<file path="config.mk">
export PLATFORM = sky130hd
export DESIGN_NAME = priv_trap_ctrl
export DESIGN_NICKNAME = d
export VERILOG_FILES = /design/src/rtl/priv_trap_pkg.sv /design/src/rtl/ptc_legality.sv /design/src/rtl/ptc_irq_select.sv /design/src/rtl/ptc_wfi_park.sv /design/src/rtl/priv_trap_ctrl.sv
export SDC_FILE = /design/constraint.sdc
export NUM_CORES = 1
export LEC_CHECK = 0
export ABC_CLOCK_PERIOD_IN_PS = 7000
export BUFFER_PORTS_ARGS = -buffer_cell sky130_fd_sc_hd__buf_2
export CORE_ASPECT_RATIO = 0.9
export CORE_MARGIN = 2
export CORE_UTILIZATION = 53
export DETAILED_ROUTE_END_ITERATION = 8
export PLACE_DENSITY_LB_ADDON = 0.15
export SLEW_MARGIN = 25
export SYNTH_ARGS = -nofsm -noshare
export SYNTH_HDL_FRONTEND = slang
export SYNTH_SLANG_ARGS = --single-unit
</file>
<file path="constraint.sdc">
create_clock -name clk -period 7 [get_ports clk]
set_input_delay 1.05 -clock clk [delete_from_list [all_inputs] [get_ports clk]]
set_output_delay 1.05 -clock clk [all_outputs]
set_load 0.01 [all_outputs]
</file>
<file path="src/rtl/priv_trap_pkg.sv">
package priv_trap_pkg;

  typedef enum logic [1:0] {
    PRIV_U = 2'b00,
    PRIV_M = 2'b11
  } priv_e;

  typedef enum logic [2:0] {
    EV_NONE  = 3'd0,
    EV_ECALL = 3'd1,
    EV_MRET  = 3'd2,
    EV_WFI   = 3'd3,
    EV_CSR   = 3'd4,
    EV_MPRIV = 3'd5
  } ev_e;

  localparam int unsigned CAUSE_ILLEGAL = 2;
  localparam int unsigned CAUSE_ECALL_U = 8;
  localparam int unsigned CAUSE_ECALL_M = 11;

  localparam logic [11:0] CSR_STATUS  = 12'h300;
  localparam logic [11:0] CSR_CNTPERM = 12'h306;
  localparam logic [6:0]  CNT_WINDOW  = 7'b1100000;

  localparam int unsigned BIT_MIE  = 3;
  localparam int unsigned BIT_MPIE = 7;
  localparam int unsigned BIT_MPPL = 11;
  localparam int unsigned BIT_MPPH = 12;
  localparam int unsigned BIT_TW   = 21;

endpackage

</file>
<file path="src/rtl/ptc_legality.sv">
module ptc_legality
  import priv_trap_pkg::*;
#(
  parameter int NCNT = 32
) (
  input  logic [2:0]      kind_i,
  input  logic [11:0]     addr_i,
  input  logic            wr_i,
  input  logic            is_m_i,
  input  logic            tw_i,
  input  logic [NCNT-1:0] cnt_en_i,
  output logic            illegal_o
);
  logic [31:0] en_wide;
  logic        in_window;
  logic        cnt_ok;
  logic        read_only;

  always_comb begin
    en_wide = '0;
    en_wide[NCNT-1:0] = cnt_en_i;
  end

  assign in_window = (addr_i[11:5] == CNT_WINDOW) && (int'(addr_i[4:0]) < NCNT);
  assign cnt_ok    = in_window && en_wide[addr_i[4:0]] && !wr_i;
  assign read_only = (addr_i[11:10] == 2'b11);

  always_comb begin
    illegal_o = 1'b0;
    unique case (ev_e'(kind_i))
      EV_MRET, EV_MPRIV: illegal_o = !is_m_i;
      EV_WFI:            illegal_o = !is_m_i && tw_i;
      EV_CSR:            illegal_o = (wr_i && read_only) || (!is_m_i && !cnt_ok);
      default:           illegal_o = 1'b0;
    endcase
  end
endmodule

</file>
<file path="src/rtl/ptc_irq_select.sv">
module ptc_irq_select #(
  parameter int NIRQ = 4,
  localparam int IW = (NIRQ > 1) ? $clog2(NIRQ) : 1
) (
  input  logic [NIRQ-1:0] pend_i,
  input  logic [NIRQ-1:0] en_i,
  output logic            any_en_o,
  output logic            any_pend_o,
  output logic [IW-1:0]   idx_o
);
  logic [NIRQ-1:0] live;
  assign live       = pend_i & en_i;
  assign any_en_o   = |live;
  assign any_pend_o = |pend_i;

  always_comb begin
    idx_o = '0;
    for (int i = NIRQ - 1; i >= 0; i--) begin
      if (live[i]) idx_o = IW'(i);
    end
  end
endmodule

</file>
<file path="src/rtl/ptc_wfi_park.sv">
module ptc_wfi_park #(
  parameter int XLEN = 32
) (
  input  logic            clk,
  input  logic            rst,
  input  logic            start_i,
  input  logic [XLEN-1:0] pc_i,
  input  logic            mie_i,
  input  logic            any_en_i,
  input  logic            any_pend_i,
  output logic            stall_o,
  output logic            wake_trap_o,
  output logic            wake_go_o,
  output logic [XLEN-1:0] resume_pc_o
);
  logic            stall_q;
  logic [XLEN-1:0] rpc_q;

  assign wake_trap_o = stall_q && mie_i && any_en_i;
  assign wake_go_o   = stall_q && !mie_i && any_pend_i;
  assign stall_o     = stall_q;
  assign resume_pc_o = rpc_q;

  always_ff @(posedge clk) begin
    if (rst) begin
      stall_q <= 1'b0;
      rpc_q   <= '0;
    end else if (start_i) begin
      stall_q <= 1'b1;
      rpc_q   <= pc_i + XLEN'(4);
    end else if (wake_trap_o || wake_go_o) begin
      stall_q <= 1'b0;
    end
  end
endmodule

</file>
<file path="src/rtl/priv_trap_ctrl.sv">
module priv_trap_ctrl
  import priv_trap_pkg::*;
#(
  parameter int XLEN = 32,
  parameter int NIRQ = 4,
  parameter int NCNT = 32
) (
  input  logic            clk,
  input  logic            rst,
  input  logic            ev_valid_i,
  input  logic [2:0]      ev_kind_i,
  input  logic [XLEN-1:0] ev_pc_i,
  input  logic [11:0]     csr_addr_i,
  input  logic            csr_wr_i,
  input  logic [XLEN-1:0] csr_wdata_i,
  input  logic [NIRQ-1:0] irq_pend_i,
  input  logic [NIRQ-1:0] irq_en_i,
  output logic            trap_o,
  output logic [XLEN-1:0] mcause_o,
  output logic [XLEN-1:0] mepc_o,
  output logic [1:0]      priv_o,
  output logic            wfi_stall_o,
  output logic            illegal_o,
  output logic [XLEN-1:0] mstatus_o,
  output logic [NCNT-1:0] mcounteren_o
);
  localparam int IW = (NIRQ > 1) ? $clog2(NIRQ) : 1;

  priv_e           priv_q;
  priv_e           mpp_q;
  logic            mie_q, mpie_q, tw_q;
  logic [NCNT-1:0] cnt_q;
  logic            trap_q, ill_q;
  logic [XLEN-1:0] cause_q, epc_q;

  logic            is_m;
  logic            ev_illegal;
  logic            any_en, any_pend;
  logic [IW-1:0]   irq_idx;
  logic            stall, wake_trap, wake_go;
  logic [XLEN-1:0] resume_pc;

  logic            take_trap, take_ill, do_mret, wfi_start;
  logic            wr_status, wr_cntperm;
  logic [XLEN-1:0] cause_n, epc_n, irq_cause;

  assign is_m = (priv_q == PRIV_M);

  ptc_legality #(.NCNT(NCNT)) u_legal (
    .kind_i    (ev_kind_i),
    .addr_i    (csr_addr_i),
    .wr_i      (csr_wr_i),
    .is_m_i    (is_m),
    .tw_i      (tw_q),
    .cnt_en_i  (cnt_q),
    .illegal_o (ev_illegal)
  );

  ptc_irq_select #(.NIRQ(NIRQ)) u_irq (
    .pend_i     (irq_pend_i),
    .en_i       (irq_en_i),
    .any_en_o   (any_en),
    .any_pend_o (any_pend),
    .idx_o      (irq_idx)
  );

  ptc_wfi_park #(.XLEN(XLEN)) u_park (
    .clk         (clk),
    .rst         (rst),
    .start_i     (wfi_start),
    .pc_i        (ev_pc_i),
    .mie_i       (mie_q),
    .any_en_i    (any_en),
    .any_pend_i  (any_pend),
    .stall_o     (stall),
    .wake_trap_o (wake_trap),
    .wake_go_o   (wake_go),
    .resume_pc_o (resume_pc)
  );

  always_comb begin
    irq_cause = '0;
    irq_cause[XLEN-1] = 1'b1;
    irq_cause[IW-1:0] = irq_idx;
  end

  always_comb begin
    take_trap  = 1'b0;
    take_ill   = 1'b0;
    do_mret    = 1'b0;
    wfi_start  = 1'b0;
    wr_status  = 1'b0;
    wr_cntperm = 1'b0;
    cause_n    = cause_q;
    epc_n      = epc_q;
    if (stall) begin
      if (wake_trap) begin
        take_trap = 1'b1;
        cause_n   = irq_cause;
        epc_n     = resume_pc;
      end
    end else if (mie_q && any_en) begin
      take_trap = 1'b1;
      cause_n   = irq_cause;
      epc_n     = ev_pc_i;
    end else if (ev_valid_i) begin
      if (ev_illegal) begin
        take_trap = 1'b1;
        take_ill  = 1'b1;
        cause_n   = XLEN'(CAUSE_ILLEGAL);
        epc_n     = ev_pc_i;
      end else begin
        unique case (ev_e'(ev_kind_i))
          EV_ECALL: begin
            take_trap = 1'b1;
            cause_n   = is_m ? XLEN'(CAUSE_ECALL_M) : XLEN'(CAUSE_ECALL_U);
            epc_n     = ev_pc_i;
          end
          EV_MRET: do_mret   = 1'b1;
          EV_WFI:  wfi_start = 1'b1;
          EV_CSR: begin
            wr_status  = csr_wr_i && is_m && (csr_addr_i == CSR_STATUS);
            wr_cntperm = csr_wr_i && is_m && (csr_addr_i == CSR_CNTPERM);
          end
          default: ;
        endcase
      end
    end
  end

  always_ff @(posedge clk) begin
    if (rst) begin
      priv_q  <= PRIV_M;
      mpp_q   <= PRIV_U;
      mie_q   <= 1'b0;
      mpie_q  <= 1'b0;
      tw_q    <= 1'b0;
      cnt_q   <= '0;
      trap_q  <= 1'b0;
      ill_q   <= 1'b0;
      cause_q <= '0;
      epc_q   <= '0;
    end else begin
      trap_q <= take_trap;
      ill_q  <= take_ill;
      if (take_trap) begin
        cause_q <= cause_n;
        epc_q   <= epc_n;
        mpp_q   <= priv_q;
        mpie_q  <= mie_q;
        mie_q   <= 1'b0;
        priv_q  <= PRIV_M;
      end else if (do_mret) begin
        priv_q <= mpp_q;
        mie_q  <= mpie_q;
        mpie_q <= 1'b1;
        mpp_q  <= PRIV_U;
      end else if (wr_status) begin
        mie_q  <= csr_wdata_i[BIT_MIE];
        mpie_q <= csr_wdata_i[BIT_MPIE];
        tw_q   <= csr_wdata_i[BIT_TW];
        mpp_q  <= (csr_wdata_i[BIT_MPPH:BIT_MPPL] == 2'b11) ? PRIV_M : PRIV_U;
      end else if (wr_cntperm) begin
        cnt_q <= csr_wdata_i[NCNT-1:0];
      end
    end
  end

  always_comb begin
    mstatus_o = '0;
    mstatus_o[BIT_MIE]           = mie_q;
    mstatus_o[BIT_MPIE]          = mpie_q;
    mstatus_o[BIT_MPPH:BIT_MPPL] = mpp_q;
    mstatus_o[BIT_TW]            = tw_q;
  end

  assign trap_o       = trap_q;
  assign illegal_o    = ill_q;
  assign mcause_o     = cause_q;
  assign mepc_o       = epc_q;
  assign priv_o       = priv_q;
  assign wfi_stall_o  = stall;
  assign mcounteren_o = cnt_q;
endmodule

</file>
==> flow_summary_export.csv, run 1 <==
group,metric,value,unit
pwr,p_total,1.32,mW
worst_setup_path,cp_slowest_cell,"a21oi_4",
pwr,leakage,2.68,nW
global_routing,grt_pass1_vias,4351,
yosys,syn_inst,647,
die,ioPinCount,224,
clock_network,cts_resized,0,
worst_setup_path,cp-end-kind,"flop",
clock_network,cts.sinks,110,
sta,slew_violations,0,
routing,drt_iter0_drc,261,
die,die_area,0.0118,sq mm
sta,worst_hold_slack,472,ps
sta,setup_viol,0,
placed_design,dp_cells,907,
clock_network,htree_levels,3,
global_routing,overflow,0,
routing,drc_errors,0,
yosys,postSynth.asyncResetShare,0,%
worst_setup_path,startpoint_type,"input port",
worst_setup_path,crit_chain,"buf_2 -> mux4_2 -> mux2_2 -> nor3b_2 -> a311oi_2 -> a21oi_4 -> buf_16 -> buf_4 -> nor2_1 -> a211oi_2",
worst_setup_path,r2r-start,"mcounteren_o[23]",
cells_and_area,diodes,0,
yosys,syn_area_per_cell,8.97,sq um
sta,worst_slack,3330,ps
sta,clock.fmax,273,MHz
min_path,hp-start,"mcounteren_o[16]",
yosys,synth_seq_cells,110,
worst_setup_path,worst-path-buf-inv,3,
worst_setup_path,crit_family,"buffers and inverters",
die,row_count,36,
sta,finalCritPeriodShare,52.4,%
global_routing,grt.total_usage,22.6,%
sta,rsz0062_at_grt,"false",
worst_setup_path,cp.required,7270,ps
pwr,power_density,196,mW/mm^2
cells_and_area,drive_gt1_share,30.6,%
clock_network,numCtsBuffers,9,
yosys,ys_warn_count,0,
clock_network,post_cts_buffers,0,
yosys,synthDistinctLibCells,55,
die,initial_core_util,53.9,%
yosys,synth_edf_count,0,
sta,hold_viol,0,
global_routing,grt_pass1_wl,21.3,mm
global_routing,antenna_found_initial,0,
clock_network,cts_buffer_depth,2,
cells_and_area,area_growth,15.6,%
placed_design,io_buffers,168,
placed_design,preCtsSetupSlack,2690,ps
clock_network,clk_pin_slew,70,ps
routing,wirelength,13.4,mm
cells_and_area,fin_cells,924,
die,core_area,0.0108,sq mm
clock_network,ctsHoldBuffers,0,
routing,viasPerCell,5.29,
sta,fin_tns_setup,0,ps
run_status,outcome,"complete, no violations",
worst_setup_path,critPathKind,"input port to flop",
yosys,syn_area,0.00580,sq mm
clock_network,tritoncts,"yes",
clock_network,clock-root-buffer,"clkbuf_16",
routing,ant_nets,0,
worst_setup_path,arrival,3930,ps
worst_setup_path,slowest_delay,550,ps
routing,drt-pass1-iter-count,4,
routing,wire_per_inst,14.5,microns
clock_network,clock_latency,350,ps
worst_setup_path,crit_fanout,42,
min_path,hold_class,"flop to flop",
yosys,synth-main-ff-cell,"dfxtp_1",
cells_and_area,layout.nets,878,
yosys,seq_area_frac_synth,37.9,%
sta,period_needed,3670,ps
sta,clock_skew,8.26,ps
global_routing,grt_max_degree,96,
sta,worst_pin_slew,880,ps
pwr,peakVddDrop,0.000154,V
cells_and_area,nFillCells,953,
die,die_width,114,microns
sta,slew_headroom,41.3,%
flow_run,drv_cap,0,
routing,routed-via-count,4892,
placed_design,dp_hpwl,9.63,mm
die,fp.dieH,103,microns
worst_setup_path,crit_start,"csr_addr_i[0]",
placed_design,place.gp.congestion,0.927,
-- flip-flops by register name, indices dropped and copies added (netlist names) --
| register | flops |
|---|---|
| mpp_q | 2 |
| mpie_q | 1 |
| u_park.stall_o | 1 |
| trap_o | 1 |
| mepc_o | 32 |
| mie_q | 1 |
| illegal_o | 1 |
| priv_o | 2 |
| tw_q | 1 |
| mcounteren_o | 32 |
| mcause_o | 4 |
| u_park.resume_pc_o | 32 |
-- per-layer routing --
layer  GRT usage [%]  vias up  share of wire, %
met3            6.59       17               6.4
li1                -     2423                 -
met2            36.0      171                46
met1            30.2     2281                46
met5               0        -                 0
met4            6.47        0               1.9
-- synthesized netlist by cell type, types with 4 or more instances --
master    instances  area (sq um)
buf_6             6          67.6
mux2i_1          46           460
inv_1             6          22.5
nor2_1           85           319
xor2_1           14           123
buf_4            59           443
and3_1            4          25.0
clkbuf_1         23          86.3
a211oi_2         34           425
nand3_1          13          65.1
a211oi_1         30           225
nand2_1          78           293
a21oi_1          42           210
xnor2_1          14           123
mux4_2            6           135
nand2b_1          5          31.3
nor3_1            6          30.0
dfxtp_1         110          2200
nand4_1           7          43.8
buf_2            11          55.1
-- final timing paths --
check                                   endpoint  slack [ps]  cells past startpoint
worst max-delay path                  mepc_o[18]        3330                     10
worst min register to register  mcounteren_o[16]         470                      2
worst max register to register        mepc_o[18]        3970                      9
worst min-delay path            mcounteren_o[16]         470                      2
-- power by group --
part	leakage (nW)	total, mW	switching (mW)	internal, mW
sequential	0.893	0.659	0.0115	0.647
combinational	1.66	0.187	0.113	0.0738
clock	0.128	0.470	0.229	0.240
-- through the flow --
stage | area (sq um) | utilization, %
2_1_floorplan | 6010 | -
3_3_place_gp | 6400 | 59.5
3_5_place_dp | 6410 | 59.6
4_1_cts | 6680 | 62.1
5_1_grt | 6710 | 62.3
6_report | 6710 | 62.3
-- layout by cell type (no fill, tap or decap), drive strengths merged, types with 6 or more instances in the layout --
cell    Yosys  final
nor2       85     85
a21oi      43     43
conb        1     55
inv         6      6
dfxtp     110    110
a211oi     64     64
buf        76    173
mux4        6      6
xor2       14     14
nor3        6      6
xnor2      14     14
mux2i      46     46
nand4       7      7
clkbuf     23     10
nand2      78     78
nand3      13     13
-- worst reg2reg max path, stage by stage, from the launching register on --
cell and delay (ps):
dfxtp_1 330, mux4_2 460, mux2_2 300, nor3b_2 190, a311oi_2 90, a21oi_4 550
buf_16 230, buf_4 450, nor2_1 120, a211oi_2 210
-- cell type report --
cell class,instances,area [sq um],share of cell area [%]
Multi-Input combinational cell,486,3140,46.9
Sequential cell,110,2200,32.8
Timing Repair Buffer,173,905,13.5
Clock buffer,10,229,3.41
Tap cell,133,166,2.48
Clock inverter,6,38.8,0.578
Inverter,6,22.5,0.336
-- cell families after synthesis --
group,Yosys count,synth area share [%]
AND/OR/NAND/NOR,218,16.9
AO/OA/AOI/OAI,130,18.4
flip-flops,110,37.9
buffers and inverters,105,11.6
multiplexers,54,10.6
XOR/XNOR,28,4.23
adder cells (fa/ha/maj),1,0.216
other,1,0.0646
Power figures use the tool's default switching activity.
==> inputs of run 2 (changes only) <==
Settings changed: ABC_CLOCK_PERIOD_IN_PS 7000 to 3400, CORE_UTILIZATION 53 to 49.
Clock period 7 ns to 3.4 ns, I/O delays scaled along.
==> flow_summary_export.csv, run 2 (synthesis results as in run 1) <==
group,metric,value,unit
cells_and_area,drive_gt1_share,30.8,%
cells_and_area,diodes,0,
worst_setup_path,rr_endpoint,"mepc_o[2]",
pwr,peakVddDrop,0.000254,V
placed_design,place.gp.congestion,0.801,
routing,drc_errors,0,
sta,finalCritPeriodShare,71.8,%
clock_network,post_cts_buffers,0,
routing,viasPerCell,5.15,
cells_and_area,fin_cells,952,
die,core_area,0.0115,sq mm
die,die_area,0.0127,sq mm
cells_and_area,final_cell_mix,"167 x buf_2, 109 x dfxtp_1, 85 x nor2_1",
global_routing,grt.total_usage,22.2,%
run_status,outcome,"complete, no violations",
min_path,hold_class,"input port to flop",
worst_setup_path,crit_start,"irq_pend_i[0]",
clock_network,cts_resized,0,
pwr,p_comb_share,13.7,%
pwr,p_seq_share,48.3,%
worst_setup_path,arrival,2690,ps
min_path,hold_depth,3,
worst_setup_path,ff2ff_path_depth,8,
die,initial_core_util,50.6,%
global_routing,antenna_found_initial,0,
sta,fin_tns_setup,0,ps
sta,rsz0062_at_grt,"false",
sta,clock_skew,7.47,ps
routing,wire_per_inst,14.8,microns
worst_setup_path,rrSetupSlack,1110,ps
min_path,hp-start,"csr_wdata_i[9]",
pwr,power_density,413,mW/mm^2
die,fp.dieH,107,microns
min_path,holdPathEnd,"mcounteren_o[9]",
worst_setup_path,cp-end-kind,"flop",
sta,clock.fmax,409,MHz
worst_setup_path,startpoint_type,"input port",
sta,hold_viol,0,
pwr,power_frac_clock,38.0,%
pwr,p_sw,735,uW
die,ioPinCount,224,
die,die_width,119,microns
pwr,p_int,2.08,mW
placed_design,io_buffers,168,
cells_and_area,nFillCells,1029,
sta,setup_viol,0,
clock_network,numCtsBuffers,9,
clock_network,cts_buffer_depth,2,
routing,wirelength,14.1,mm
flow_run,drv_cap,0,
routing,drt_iter0_drc,327,
pwr,leakage,2.72,nW
placed_design,dp_cells,936,
clock_network,ctsHoldBuffers,0,
global_routing,grt_max_degree,62,
clock_network,cts.sinks,110,
global_routing,grt_pass1_vias,4560,
routing,drt-pass1-iter-count,4,
sta,period_needed,2440,ps
placed_design,dp_hpwl,10.3,mm
cells_and_area,area_growth,17.2,%
global_routing,overflow,0,
cells_and_area,layout_commonest_cell,"buf_2",
clock_network,htree_levels,3,
clock_network,clock_latency,350,ps
clock_network,tritoncts,"yes",
die,row_count,37,
clock_network,clock-root-buffer,"clkbuf_16",
global_routing,grt_pass1_wl,22.7,mm
worst_setup_path,critPathKind,"input port to flop",
sta,slew_violations,0,
worst_setup_path,crit_fanout,6,
sta,worst_pin_slew,643,ps
worst_setup_path,cp.required,3640,ps
cells_and_area,layout.nets,883,
worst_setup_path,r2r-start,"mcounteren_o[23]",
clock_network,clk_pin_slew,70,ps
sta,slew_headroom,56.8,%
routing,routed-via-count,4902,
routing,ant_nets,0,
pwr,swShare,26.1,%
-- run 2: worst max-delay path: stages --
cell and delay, ps:
buf_2 120, a22o_1 250, o21ai_1 250, nand2_1 140, nor4_2 380, nor3b_4 420, mux2_1 360, o31a_1 230
-- run 2: final cells by class --
| class | instances | area, sq um | area share, % |
|---|---|---|---|
| multi-input combinational | 486 | 3140 | 46.1 |
| clock buffer | 11 | 243 | 3.57 |
| clock inverter | 5 | 58.8 | 0.864 |
| sequential | 110 | 2200 | 32.4 |
| tap | 156 | 195 | 2.87 |
| inverter | 6 | 22.5 | 0.331 |
| timing repair buffer | 178 | 943 | 13.9 |
-- run 2: metal layers --
| layer | share of wire, % | GRT usage, % |
|---|---|---|
| met5 | 0 | 0 |
| met2 | 45 | 33.9 |
| met1 | 47 | 31.1 |
| met3 | 6.3 | 5.93 |
| met4 | 0.95 | 6.04 |
-- run 2: how the worst max path moves through the flow --
stage | slack, ps | endpoint | cells after the start
after floorplan | 900 | mpp_q[0] | 7
after global placement | 680 | mpie_q | 8
after detailed placement | 620 | mepc_o[10] | 9
after CTS | 990 | mepc_o[2] | 9
after global routing | 810 | mpie_q | 8
final | 960 | mpie_q | 8
-- run 2: power groups by stage --
stage          Combinational, mW  Clock (mW)  Sequential, mW
2_1_floorplan              0.281           0            1.40
3_3_place_gp               0.376           0            1.39
3_5_place_dp               0.385           0            1.39
4_1_cts                    0.386        1.10            1.36
5_1_grt                    0.426        1.15            1.36
6_report                   0.386        1.07            1.36
-- run 2: metrics by stage --
stage          util, %  total power [mW]  area [sq um]  setup slack (ps)  hold slack, ps
2_1_floorplan        -              1.68          6010               903             460
3_3_place_gp      56.6              1.76          6500               681             450
3_5_place_dp      56.6              1.77          6500               619             461
4_1_cts           59.3              2.85          6800               986             381
5_1_grt           59.3              2.94          6800               813             397
6_report          59.3              2.81          6800               958             398
==> inputs of run 3 (changes only) <==
Settings changed: ABC_AREA set to 1, ABC_CLOCK_PERIOD_IN_PS 3400 to 2200, CORE_UTILIZATION 49 to 44.
Clock period 3.4 ns to 2.2 ns, I/O delays scaled along.
==> flow_summary_export.csv, run 3 <==
group,metric,value,unit
worst_setup_path,r2r-start,"mcounteren_o[1]",
routing,drt-pass1-iter-count,5,
min_path,hold_class,"input port to flop",
worst_setup_path,arrival,2260,ps
routing,wirelength,15.1,mm
pwr,power_density,611,mW/mm^2
routing,routed-via-count,5571,
yosys,postSynth.asyncResetShare,0,%
sta,period_needed,2030,ps
sta,finalCritPeriodShare,92.1,%
worst_setup_path,crit_chain,"inv_1 -> nand2_1 -> nand3_1 -> a21oi_1 -> nor2_1 -> nand2_1 -> nand3_1 -> nand2_1 -> nand2_1 -> nand2_2 -> nand2_2 -> nor3_4 -> inv_2 -> o21ai_0 -> a21oi_1",
yosys,ys_warn_count,0,
routing,ant_nets,0,
yosys,yosys-top-cells-area,"dfxtp_1 39%, nand2_1 9.8%, o21ai_0 9.0%, buf_4 7.9%, nor2_1 5.4%",
global_routing,grt.total_usage,21.8,%
yosys,syn_area,0.00572,sq mm
global_routing,antenna_found_initial,0,
clock_network,htree_levels,3,
die,row_count,39,
die,die_area,0.0139,sq mm
yosys,synth_seq_cells,110,
worst_setup_path,slowest_delay,370,ps
cells_and_area,area_growth,23.4,%
global_routing,grt_max_degree,45,
die,die_width,124,microns
worst_setup_path,cp.required,2440,ps
yosys,yosysTopAreaCell,"dfxtp_1",
cells_and_area,layout.nets,1079,
cells_and_area,final_cell_mix,"168 x buf_2, 149 x nand2_1, 110 x dfxtp_1",
flow_run,drv_cap,0,
cells_and_area,layout_commonest_cell,"buf_2",
routing,drt_iter0_drc,363,
sta,slew_violations,0,
sta,worst_hold_slack,196,ps
clock_network,cts.sinks,110,
placed_design,dp_cells,1139,
min_path,hp-start,"csr_wdata_i[19]",
worst_setup_path,path_common_cell,"nand2_1",
yosys,seq_area_frac_synth,38.5,%
die,core_area,0.0127,sq mm
cells_and_area,diodes,0,
die,ioPinCount,224,
worst_setup_path,critPathKind,"flop to flop",
sta,hold_viol,0,
clock_network,tritoncts,"yes",
cells_and_area,nFillCells,1303,
placed_design,dp_hpwl,11.2,mm
placed_design,io_buffers,168,
die,fp.dieH,112,microns
yosys,yosysTopAreaCellShare,38.5,%
die,initial_core_util,45.0,%
worst_setup_path,cp-end-kind,"flop",
clock_network,clock_latency,360,ps
routing,wire_per_inst,13.0,microns
clock_network,clk_pin_slew,70,ps
global_routing,grt_pass1_wl,24.2,mm
clock_network,clock-root-buffer,"clkbuf_16",
worst_setup_path,crit_fanout,24,
yosys,synthTopCellsByCount,"149 x nand2_1, 110 x dfxtp_1, 103 x o21ai_0",
yosys,synth.most_common_cell,"nand2_1",
worst_setup_path,crit_start,"mcounteren_o[1]",
sta,setup_viol,0,
worst_setup_path,cp_slowest_cell,"dfxtp_1",
pwr,leakage,3.48,nW
yosys,synth-main-ff-cell,"dfxtp_1",
clock_network,ctsHoldBuffers,0,
run_status,outcome,"complete, no violations",
yosys,synthDistinctLibCells,37,
sta,rsz0062_at_grt,"false",
clock_network,cts_buffer_depth,2,
global_routing,overflow,0,
clock_network,cts_resized,0,
yosys,syn_area_per_cell,7.12,sq um
yosys,synth_edf_count,0,
sta,clock.fmax,493,MHz
clock_network,numCtsBuffers,9,
worst_setup_path,startpoint_type,"flop",
placed_design,place.gp.congestion,0.882,
cells_and_area,fin_cells,1156,
cells_and_area,drive_gt1_share,25.0,%
pwr,peakVddDrop,0.000459,V
routing,drc_errors,0,
global_routing,grt_pass1_vias,5028,
sta,clock_skew,5.58,ps
yosys,syn_inst,803,
routing,viasPerCell,4.82,
==> run 3: cell types whose count changed in the layout (fill, tap and decap cells not counted), moves of 30 or more <==
cell	delta
mux2i_1	-32
buf_4	+33
a211oi_2	-34
nand2_1	+71
o21ai_0	+100
nor3_1	+32
a211oi_1	-30
inv_1	+52
==> run 3: what timing repair did <==
action,CTS,global route
setup endpoints to repair,0,2
buffers inserted,0,1
endpoints found under the hold margin,0,0
==> run 3: layout make-up <==
class	count	area [sq um]	share of cell area [%]
inverters	62	235	3.34
flip-flops and latches	110	2200	31.2
repair buffers	215	1260	17.8
clock inverters	6	72.6	1.03
clock buffers	10	229	3.25
well taps	164	205	2.91
multi-input cells	589	2850	40.4
==> run 3: per-stage QoR <==
| step | instance area (sq um) | setup TNS, ps | power [mW] | utilization, % | setup slack, ps |
|---|---|---|---|---|---|
| 5_1_grt | 7050 | 0 | 4.50 | 55.6 | 18.3 |
| 3_3_place_gp | 6740 | -5970 | 2.69 | 53.2 | -145 |
| 2_1_floorplan | 5920 | 0 | 2.52 | - | 180 |
| 4_1_cts | 7050 | 0 | 4.34 | 55.5 | 179 |
| 6_report | 7050 | 0 | 4.31 | 55.6 | 173 |
| 3_5_place_dp | 6740 | -6190 | 2.69 | 53.2 | -160 |
==> run 3: path summary, 6_finish.rpt <==
path | slack, ps | depth (start not counted) | end
worst max-delay path | 170 | 15 | u_park.resume_pc_o[31]
worst min-delay path | 200 | 3 | mcounteren_o[19]
worst min register to register | 450 | 2 | mepc_o[11]
worst max register to register | 170 | 15 | u_park.resume_pc_o[31]
==> run 3: where the power goes <==
part / internal, mW / total, mW / switching, mW
Clock: 0.892 / 1.66 / 0.766
Combinational: 0.224 / 0.569 / 0.345
Sequential: 2.05 / 2.08 / 0.0302
Total: 3.17 / 4.31 / 1.14
==> run 3: cell families after synthesis <==
| group | Yosys count | synth area share (%) |
|---|---|---|
| and+or+nand+nor | 338 | 25.9 |
| buffers and inverters | 158 | 15.1 |
| AOI/OAI and AO/OA | 157 | 14.0 |
| DFF | 110 | 38.5 |
| xor gates and xnor gates | 24 | 3.68 |
| muxes | 14 | 2.45 |
| adders and majority gates | 1 | 0.219 |
| other | 1 | 0.0656 |
==> run 3: routing by layer <==
| layer | track usage, % | share of wire (%) |
|---|---|---|
| met5 | 0 | 0 |
| met4 | 6.74 | 2.0 |
| met3 | 4.83 | 6.4 |
| met2 | 32.6 | 43 |
| met1 | 31.2 | 49 |
==> run 3: worst max-delay path, delay by kind of cell (launching register included) <==
family                 cells  cell delay [ps]
and+or+nand+nor           10              830
AOI/OAI and AO/OA          3              420
DFF                        1              370
buffers and inverters      2              290
